### src/rtl/vachk_pkg.sv
package vachk_pkg;
    localparam int unsigned VA_W = 32;

    typedef enum logic [3:0] {
        EXC_NONE    = 4'd0,
        EXC_ADDR_RD = 4'd1,
        EXC_ADDR_WR = 4'd2,
        EXC_MISS_RD = 4'd3,
        EXC_MISS_WR = 4'd4,
        EXC_MULTI   = 4'd5,
        EXC_PROT_RD = 4'd6,
        EXC_PROT_WR = 4'd7,
        EXC_INIT_WR = 4'd8
    } exc_e;

    typedef enum logic [1:0] {
        LK_MISS   = 2'd0,
        LK_HIT    = 2'd1,
        LK_MULTI  = 2'd2,
        LK_MULTI2 = 2'd3
    } lk_e;

    // Outcome of the fixed region decode
    typedef struct packed {
        logic            bypass;
        logic            addr_err;
        logic [VA_W-1:0] pa;
    } region_t;

    function automatic logic is_tlb_fault(exc_e e);
        return (e >= EXC_MISS_RD) && (e <= EXC_INIT_WR);
    endfunction
endpackage

### src/rtl/va_region_decode.sv
module va_region_decode
    import vachk_pkg::*;
#(
    parameter int unsigned EXT_BITS = 29
) (
    input  logic [VA_W-1:0] va,
    input  logic            priv,
    input  logic            xlate_en,
    input  logic            sq_user_dis,
    output region_t         rgn
);
    localparam logic [VA_W-1:0] EXT_MASK = VA_W'((64'd1 << EXT_BITS) - 64'd1);

    logic [VA_W-1:0] ext_addr;
    assign ext_addr = va & EXT_MASK;

    always_comb begin
        rgn = '0;
        if (va[VA_W-1]) begin
            if (priv) begin
                if (va[VA_W-1 -: 3] == 3'b111) begin
                    rgn.bypass = 1'b1;
                    rgn.pa     = va;
                end else if (va[VA_W-1 -: 2] == 2'b10) begin
                    rgn.bypass = 1'b1;
                    rgn.pa     = ext_addr;
                end
            end else if (va[VA_W-1 -: 6] == 6'b111000 && !sq_user_dis) begin
                rgn.bypass = 1'b1;
                rgn.pa     = va;
            end else begin
                rgn.addr_err = 1'b1;
            end
        end
        if (!rgn.bypass && !rgn.addr_err && !xlate_en) begin
            rgn.bypass = 1'b1;
            rgn.pa     = ext_addr;
        end
    end
endmodule

### config.mk
export PLATFORM = sky130hd
export DESIGN_NAME = va_region_decode
export DESIGN_NICKNAME = d
export VERILOG_FILES = /design/src/rtl/vachk_pkg.sv /design/src/rtl/va_region_decode.sv
export SDC_FILE = /design/constraint.sdc
export NUM_CORES = 1
export LEC_CHECK = 0
export ABC_AREA = 1
export BUFFER_PORTS_ARGS = -buffer_cell sky130_fd_sc_hd__buf_4
export CORE_ASPECT_RATIO = 1.2
export CORE_MARGIN = 2
export CORE_UTILIZATION = 30
export DETAILED_ROUTE_END_ITERATION = 8
export PLACE_DENSITY = 0.6
export SETUP_SLACK_MARGIN = 0.2
export SLEW_MARGIN = 20
export SYNTH_ARGS = -nofsm -noshare
export SYNTH_HDL_FRONTEND = slang
export SYNTH_SLANG_ARGS = --single-unit
### constraint.sdc
create_clock -name vclk -period 1.45
set_input_delay 0.29 -clock vclk [all_inputs]
set_output_delay 0.29 -clock vclk [all_outputs]
set_load 0.005 [all_outputs]
# After elaboration in Yosys (flattened, before gate mapping)
# Cells that the tools add are included.
dict set report op_classes {
  shift 0
  reduce_logical 7
  n_mux 13
  multipliers 0
  eq_ne 3
  n_div 0
  bitwise 0
  add_sub_neg 0
  magnitude_cmp 0
}
# op n
set ops {}
lappend ops {{32-bit two-way mux} 4}
lappend ops {{34-bit two-way mux} 1}
lappend ops {{29-bit two-way mux} 1}
lappend ops {{1-bit two-way mux} 7}
lappend ops {{6-bit equality test (second input constant)} 1}
lappend ops {{1-bit logical NOT} 4}
lappend ops {{3-bit equality test (second input constant)} 1}
lappend ops {{1-bit logical AND} 3}
lappend ops {{2-bit equality test (second input constant)} 1}
dict set report word_totals {
  mem_count 0
  output_inout_bits 34
  rom_bits 0
  latch_bits 0
  regBits 0
  inputBits 35
  ramBits 0
}

# Depth between registers and ports, before layout
# Gate-level depths: netlist of the first run.
dict set report depth {
  ltp_word 9
  depth_mapped 8
}

# Worst setup path after synthesis of the first run
# OpenSTA, ideal clock, no wires.
dict set report synth_timing {
  path_kind {input -> output}
  start {input port va[29]}
  end {output port rgn[19] (netlist name)}
  slack_ps 88
  n_path_buf 3
  t_required_ps 1160
  arrival_ps 1072
  cell_stages 8
  cell_sequence {buf_4 -> nor2_2 -> a21oi_2 -> nor2_2 -> buf_4 -> buf_6 -> nand2_1 -> nand2_1}
}
# item line
set synth_lines {}
lappend synth_lines {{from (decl)} va_region_decode.sv:6} ;# input logic [VA_W-1:0] va,
lappend synth_lines {{to (decl)} va_region_decode.sv:10} ;# output region_t rgn

==> results of run 1 <==
==> cells in the mapped netlist <==
| cell | instances | area (sq um) |
|---|---|---|
| nand2_1 | 139 | 521.8 |
| o211ai_1 | 29 | 217.7 |
| nand3_1 | 26 | 130.1 |
| buf_2 | 6 | 30.03 |
| buf_4 | 5 | 37.54 |
| clkbuf_1 | 5 | 18.77 |
| nor2_1 | 5 | 18.77 |
| inv_1 | 4 | 15.01 |
| buf_6 | 3 | 33.78 |
| inv_2 | 3 | 11.26 |
| o21a_1 | 3 | 22.52 |
| buf_1 | 2 | 7.510 |
| nand2_2 | 2 | 12.51 |
| nor2_2 | 2 | 12.51 |
| nor2_4 | 2 | 22.52 |
| a21oi_2 | 1 | 8.760 |
==> how the worst max path moves through the flow <==
stage,start,to,cells after the start
2_1_floorplan,va[29],rgn[19],8
3_3_place_gp,priv,rgn[23],8
3_5_place_dp,priv,rgn[5],8
4_1_cts,va[31],rgn[5],11
5_1_grt,va[27],rgn[9],11
6_report,va[31],rgn[16],10
==> final cells by class <==
class	count	area [sq um]	share of cell area, %
multi-input cells	210	1201	48.56
well taps	39	48.80	1.973
repair buffers	110	1187	48.00
inverters	7	36.28	1.467
==> power groups by stage <==
stage,Combinational [mW],Sequential [mW],Clock [mW]
after floorplan,0.259,0,0
after global placement,0.515,0,0
after detailed placement,0.518,0,0
after CTS,0.663,0,0
after global routing,0.795,0,0
final,0.735,0,0
==> kinds of logic (layout without fill, tap and decap cells) <==
logic type,Yosys count,count (layout),synth area share (%)
compound gates,33,33,22.21
buf+inv,28,117,13.73
simple gates,176,177,64.06
==> repair_timing <==
item,4_1_cts,5_1_grt
pin swaps,28,27
cloned,5,3
gates resized for setup,53,37
setup endpoints to repair,34,34
setup buffers,18,3
==> metrics by stage <==
stage	TNS, ps	cells	power, mW
2_1_floorplan	0	237	0.2593
3_3_place_gp	-19420	337	0.5148
3_5_place_dp	-19180	337	0.5176
4_1_cts	-2804	360	0.6629
5_1_grt	-5955	366	0.7950
6_report	-4164	366	0.7353
==> metal layers <==
| layer | vias up | global-route usage [%] | wire [um] |
|---|---|---|---|
| li1 | 961 | - | - |
| met5 | - | 0 | 0 |
| met3 | 11 | 1.280 | 304 |
| met4 | 0 | 2.716 | 116 |
| met1 | 877 | 31.76 | 2131 |
| met2 | 73 | 42.39 | 2734 |
==> worst max-delay path, delay by kind of cell <==
family	cells	cell delay (ps)
compound gates	1	220
simple gates	3	210
buf+inv	6	600
==> impl_metrics.tcl, run 1 <==
set metrics [dict create \
    critPathKind "in2out" \
    postPlaceCellArea_sq_mm 0.001723 \
    ctsHoldBuffers 0 \
    grt_pass1_vias 1781 \
    drc 0 \
    post_drt_wl_per_cell_um 14.45 \
    setup.worst_path.start_class "primary input" \
    holdPathStages 4 \
    hold_end "rgn[8]" \
    timing.final.crit_share_pct 112.1 \
    internal-power_uw 396.7 \
    maxSlewHeadroom_pct 79.37 \
    worst_ep_required_time_ps 1160 \
    die_y_um 70.97 \
    drt-initial-drc-count 82 \
    pin_count 69 \
    place_congestion 0.7796 \
    ir_worst_vdd_v 0.0001865 \
    drt-pass1-iter-count 4 \
    n_antenna_cell 0 \
    worst_slew_pin_slew_ps 309.4 \
    routed_wl_um 5287 \
    ys_seq_area_share_pct 0 \
    clkbuf_count 0 \
    p_seq_share_pct 0 \
    slew_viol_final 0 \
    p_leak_nw 1.229 \
    avgSynthCellArea_sq_um 4.730 \
    path_common_cell "buf_4" \
    syn_nets 272 \
    vias 1922 \
    final_net_count 364 \
    max_freq_mhz 615.0 \
    min-delay-start "va[8]" \
    netlist_instances 237 \
    endpoint_kind "output port" \
    yosys.cell_types.count 16 \
    drive_above_1_share_pct 50.76 \
    n_fill_cell 312 \
    die_area_sq_mm 0.004244 \
    comb_power_share_pct 100.0 \
    setup_viol 34 \
    finalWorstSetupSlack_ps -175.9 \
    area.growth.synth_to_final_pct 120.6 \
    violations "setup timing" \
    crit_chain "buf_8 > buf_4 > buf_6 > inv_4 > a21oi_4 > nor2_4 > buf_4 > nand2_1 > nand2_1 > buf_4" \
    period_minus_slack_ps 1626 \
    power_switching_uw 338.6 \
    vias_per_cell 5.251 \
    die_w_um 59.81 \
    grt_pass1_wl_um 8369 \
    utilization_pct 68.65 \
    antenna_found_initial 0 \
    rsz0062_at_grt "yes" \
    crit_fanout 7 \
    max_stage_delay_ps 220 \
    num_rows 24 \
    grt_overflow 0 \
    core_area_sq_mm 0.003603 \
    cap_violations 0 \
    min_path_type "in2out" \
    seq_cells 0 \
    swShare_pct 46.05 \
    grtUsageTotal_pct 23.78 \
    layout_common_cells "nand2_1, buf_4, o211ai_1, nand3_2, buf_6" \
    fin_hold_ws_ps 870.3 \
    crit_path_top_delay_cell "a21oi_4" \
    cp.arrival_ps 1340 \
    regArea_sq_um 0 \
    grt_max_degree 31 \
    layout_commonest_cell "nand2_1" \
    clkPwrFrac_pct 0 \
    ant_nets 0 \
    post-place-ws_ps -656.4 \
    design_area_sq_mm 0.002474 \
    initial_core_util_pct 31.11 \
    synth_area_sq_mm 0.001121 \
    hpwl_um 2612 \
    outcome "finished with violations" \
    yosysWarnings 0 \
    finalHoldViolCount 0 \
    port_buffers 69 \
    p_per_area_mw_per_mm2 297.3 \
]
Power figures use the tool's default switching activity.
==> run 2: changes to the inputs <==
==> constraint.sdc (replaced) <==
create_clock -name vclk -period 1.9
set_input_delay 0.38 -clock vclk [all_inputs]
set_output_delay 0.38 -clock vclk [all_outputs]
set_load 0.005 [all_outputs]
==> run 2 against run 1 <==
The flow now finishes without violations. Core utilization is 20 points lower. Routed wire length is 25% lower. Non-clock buffer count is 27 lower. Critical path depth is 1 lower. Largest power group unchanged. Highest routed layer unchanged. Cell area is 29% lower.
==> impl_metrics.tcl, run 2 (synthesis results as in run 1) <==
set metrics [dict create \
    drt-initial-drc-count 103 \
    drc 0 \
    grtUsageTotal_pct 17.56 \
    max_freq_mhz 598.3 \
    min_path_type "in2out" \
    grt_pass1_wl_um 6410 \
    worst_ep_required_time_ps 1520 \
    max_stage_delay_ps 220 \
    slew_viol_final 0 \
    crit_fanout 6 \
    rsz0062_at_grt "yes" \
    grt_max_degree 30 \
    hold_end "rgn[27]" \
    ant_nets 0 \
    die_w_um 59.81 \
    endpoint_kind "output port" \
    cp.arrival_ps 1290 \
    critPathKind "in2out" \
    hpwl_um 2697 \
    n_antenna_cell 0 \
    setup_viol 0 \
    holdPathStages 4 \
    min-delay-start "va[27]" \
    regArea_sq_um 0 \
    path_common_cell "nand2_1" \
    grt_pass1_vias 1592 \
    seq_cells 0 \
    vias 1694 \
    drt-pass1-iter-count 4 \
    crit_path_top_delay_cell "nor2_4" \
    vias_per_cell 5.012 \
    period_minus_slack_ps 1671 \
    pin_count 69 \
    die_y_um 70.97 \
    p_leak_nw 0.9681 \
    die_area_sq_mm 0.004244 \
    grt_overflow 0 \
    initial_core_util_pct 31.11 \
    layout_commonest_cell "nand2_1" \
    worst_slew_pin_slew_ps 370.6 \
    port_buffers 69 \
    post_drt_wl_per_cell_um 11.80 \
    n_fill_cell 399 \
    fin_hold_ws_ps 1041 \
    timing.final.crit_share_pct 87.97 \
    clkbuf_count 0 \
    ctsHoldBuffers 0 \
    drive_above_1_share_pct 31.77 \
    maxSlewHeadroom_pct 75.20 \
    layout_common_cells "nand2_1, buf_4, o211ai_1, nand3_1" \
    p_per_area_mw_per_mm2 229.9 \
    crit_chain "buf_12 > nand2_4 > nor2_4 > clkbuf_16 > nand3_1 > nand2_1 > nand2_1 > nand2_1 > buf_4" \
    finalSetupTns_ps 0 \
    final_net_count 336 \
    outcome "completed" \
    num_rows 24 \
    antenna_found_initial 0 \
    place_congestion 0.8177 \
    cap_violations 0 \
    routed_wl_um 3987 \
    finalHoldViolCount 0 \
    area.growth.synth_to_final_pct 56.70 \
    ir_worst_vdd_v 0.0001404 \
    core_area_sq_mm 0.003603 \
    setup.worst_path.start_class "primary input" \
]
[run 2: cell count changes in the layout (fill, tap and decap cells not counted), moves of 8 or more]
| cell | delta |
|---|---|
| nand2_2 | -11 |
| nand3_2 | -22 |
| nand3_1 | +23 |
| buf_12 | -8 |
| buf_6 | -12 |
| nand2_1 | +14 |
[run 2: what timing repair did]
| action | 4_1_cts | 5_1_grt |
|---|---|---|
| gates cloned | 0 | 2 |
| gates resized for setup | 0 | 18 |
| pin swaps | 1 | 9 |
| buffers inserted | 1 | 0 |
| endpoints found under the setup margin | 3 | 29 |
| hold endpoints to repair | 0 | 0 |
[run 2: power breakdown]
part           internal [mW]  switching, mW
combinational          0.204          0.200
clock                      0              0
sequential                 0              0
[run 2: how the worst max path moves through the flow]
stage               slack (ps)  startpoint  endpoint  cells after the start
floorplan                  360      va[29]   rgn[19]                      8
global placement           200      va[30]   rgn[19]                      9
detailed placement         200      va[30]   rgn[19]                      9
CTS                        210      va[30]   rgn[19]                      9
global route               140      va[26]    rgn[6]                     10
finish                     230      va[30]   rgn[10]                      9
[run 2: metrics by stage]
stage	std cells	area [sq um]	utilization, %	total power [mW]	worst slack (ps)
finish	338	1757	48.75	0.4039	228.6
global route	338	1757	48.75	0.4510	144.0
CTS	336	1663	46.15	0.3864	209.2
detailed placement	335	1655	45.94	0.3841	195.4
global placement	335	1655	45.94	0.3821	202.2
floorplan	237	1121	-	0.1886	357.9
[run 2: cell type report]
cell class	count	area [sq um]	share of cell area (%)
multi-input combinational	209	987.2	56.20
timing repair buffer	83	691.9	39.39
tap	39	48.80	2.778
inverter	7	28.78	1.638
[run 2: worst max-delay path, delay by kind of cell]
family                 cells  cell delay (ps)
AND/OR/NAND/NOR            6              500
buffers and inverters      3              390
[run 2: layer usage]
layer  GRT usage, %  vias to the layer above  part of all wire, %
li1               -                      896                    -
met1          22.20                      741                   45
met2          32.00                       52                   49
met3          1.645                        5                  5.3
met4          2.469                        0                 0.90
met5              0                        -                    0
==> run 3: changes to the inputs <==
--- a/config.mk
+++ b/config.mk
@@ -11,7 +11,7 @@
 export CORE_MARGIN = 2
 export CORE_UTILIZATION = 30
 export DETAILED_ROUTE_END_ITERATION = 8
-export PLACE_DENSITY = 0.6
+export PLACE_DENSITY = 0.63
 export SETUP_SLACK_MARGIN = 0.2
 export SLEW_MARGIN = 20
 export SYNTH_ARGS = -nofsm -noshare
==> constraint.sdc (replaced) <==
create_clock -name vclk -period 1.3
set_input_delay 0.26 -clock vclk [all_inputs]
set_output_delay 0.26 -clock vclk [all_outputs]
set_load 0.005 [all_outputs]
==> run 3 against run 2 <==
The flow now finishes with violations (setup timing). Routed wire length up 31%. Core utilization up 19 points. Total power is 99% higher. Flip-flop and latch count stayed put. Highest routed layer unchanged.
==> impl_metrics.tcl, run 3 (synthesis results as in run 1) <==
set metrics [dict create \
    outcome "finished with violations" \
    violations "setup timing" \
    ctsHoldBuffers 0 \
    antenna_found_initial 0 \
    post_drt_wl_per_cell_um 14.37 \
    seq_cells 0 \
    setup.worst_path.start_class "primary input" \
    ant_nets 0 \
    routed_wl_um 5217 \
    drt-pass1-iter-count 4 \
    drive_above_1_share_pct 49.07 \
    port_buffers 69 \
    regArea_sq_um 0 \
    crit_chain "buf_12 > buf_12 > nand2_4 > nor2_4 > buf_6 > buf_12 > nand3_2 > nand2_1 > nand2_1 > nand2_1 > buf_4" \
    initial_core_util_pct 31.11 \
    drc 0 \
    core_area_sq_mm 0.003603 \
    p_per_area_mw_per_mm2 329.0 \
    grt_max_degree 31 \
    layout_common_cells "nand2_1, buf_4, o211ai_1, nand3_2, buf_6" \
    path_delay_family "buffers and inverters" \
    post-place-ws_ps -751.3 \
    crit_fanout 5 \
    num_rows 24 \
    grt_pass1_wl_um 7866 \
    p_leak_nw 1.210 \
    max_freq_mhz 637.7 \
    finalHoldViolCount 0 \
    vias 1911 \
    pin_count 69 \
    cp.depth 11 \
    finalWorstSetupSlack_ps -268.1 \
    period_minus_slack_ps 1568 \
    ir_worst_vdd_v 0.0002425 \
    critPathKind "in2out" \
    grtUsageTotal_pct 22.41 \
    grt_overflow 0 \
    setup_viol 34 \
    die_y_um 70.97 \
    clkbuf_count 0 \
    crit_start "va[29]" \
    endpoint "rgn[4]" \
    min_path_type "in2out" \
    maxSlewHeadroom_pct 79.63 \
    timing.final.crit_share_pct 120.6 \
    worst_ep_required_time_ps 1040 \
    die_area_sq_mm 0.004244 \
    grt_pass1_vias 1754 \
    place_congestion 0.7428 \
    vias_per_cell 5.264 \
    die_w_um 59.81 \
    utilization_pct 67.67 \
    rsz0062_at_grt "yes" \
    slew_viol_final 0 \
    n_antenna_cell 0 \
    crit_path_top_delay_cell "buf_6" \
    max_stage_delay_ps 160 \
    hpwl_um 2648 \
    drt-initial-drc-count 71 \
    layout_commonest_cell "nand2_1" \
    cap_violations 0 \
    cp.buffers_inverters 5 \
    endpoint_kind "output port" \
    area.growth.synth_to_final_pct 117.5 \
    final_net_count 361 \
    cp.arrival_ps 1310 \
    worst_slew_pin_slew_ps 305.5 \
]
==> run 3: changes by cell type in the layout (fill, tap and decap cells not counted), sizes merged <==
cell	previous run	this run
nor2	9	10
bufbuf	0	2
buf	82	104
==> run 3: report_power, final <==
group	leakage [nW]	internal, mW	switching (mW)	total (mW)
registers	0	0	0	0
clock network	0	0	0	0
logic	1.21	0.433	0.369	0.802
==> run 3: worst min-delay path by stage <==
stage / from / to / slack, ps / cells past startpoint
finish: va[11] / rgn[11] / 810 / 4
CTS: va[13] / rgn[13] / 810 / 4
detailed placement: va[19] / rgn[19] / 800 / 4
floorplan: va[0] / rgn[0] / 610 / 2
global placement: va[22] / rgn[22] / 800 / 4
global route: va[11] / rgn[11] / 830 / 4
==> run 3: tightest hold or removal path: stages <==
cell	delay, ps
buf_4	100
nand2_1	50
nand2_1	50
buf_4	100
==> run 3: per-stage QoR <==
stage / power (mW) / hold slack (ps) / instance area (sq um) / std cells / TNS (ps)
2_1_floorplan: 0.2895 / 610.8 / 1176 / 237 / 0
3_3_place_gp: 0.5734 / 797.6 / 1723 / 337 / -21190
3_5_place_dp: 0.5778 / 798.8 / 1723 / 337 / -22750
4_1_cts: 0.7461 / 805.2 / 2302 / 360 / -5659
5_1_grt: 0.8612 / 826.7 / 2439 / 363 / -8589
6_report: 0.8024 / 805.7 / 2439 / 363 / -6600
==> run 3: area by class of cell <==
cell class / instances / area [sq um]
multi-input cells: 210 / 1186
fillers: 331 / 1165
repair buffers: 107 / 1170
well taps: 39 / 48.80
inverters: 7 / 33.78
==> run 3: per-layer routing <==
layer  vias up  share of wire (%)  track usage, %
met5         -                  0               0
met4         0               0.86           2.963
met3         4                5.5          0.5484
met2        81                 57           42.87
met1       867                 37           27.47
li1        959                  -               -
==> run 3: what timing repair did <==
item / in CTS / in global routing
setup buffers: 16 / 2
pin swaps: 56 / 22
cloned: 7 / 1
gates resized for setup: 58 / 28
endpoints found under the setup margin: 34 / 34
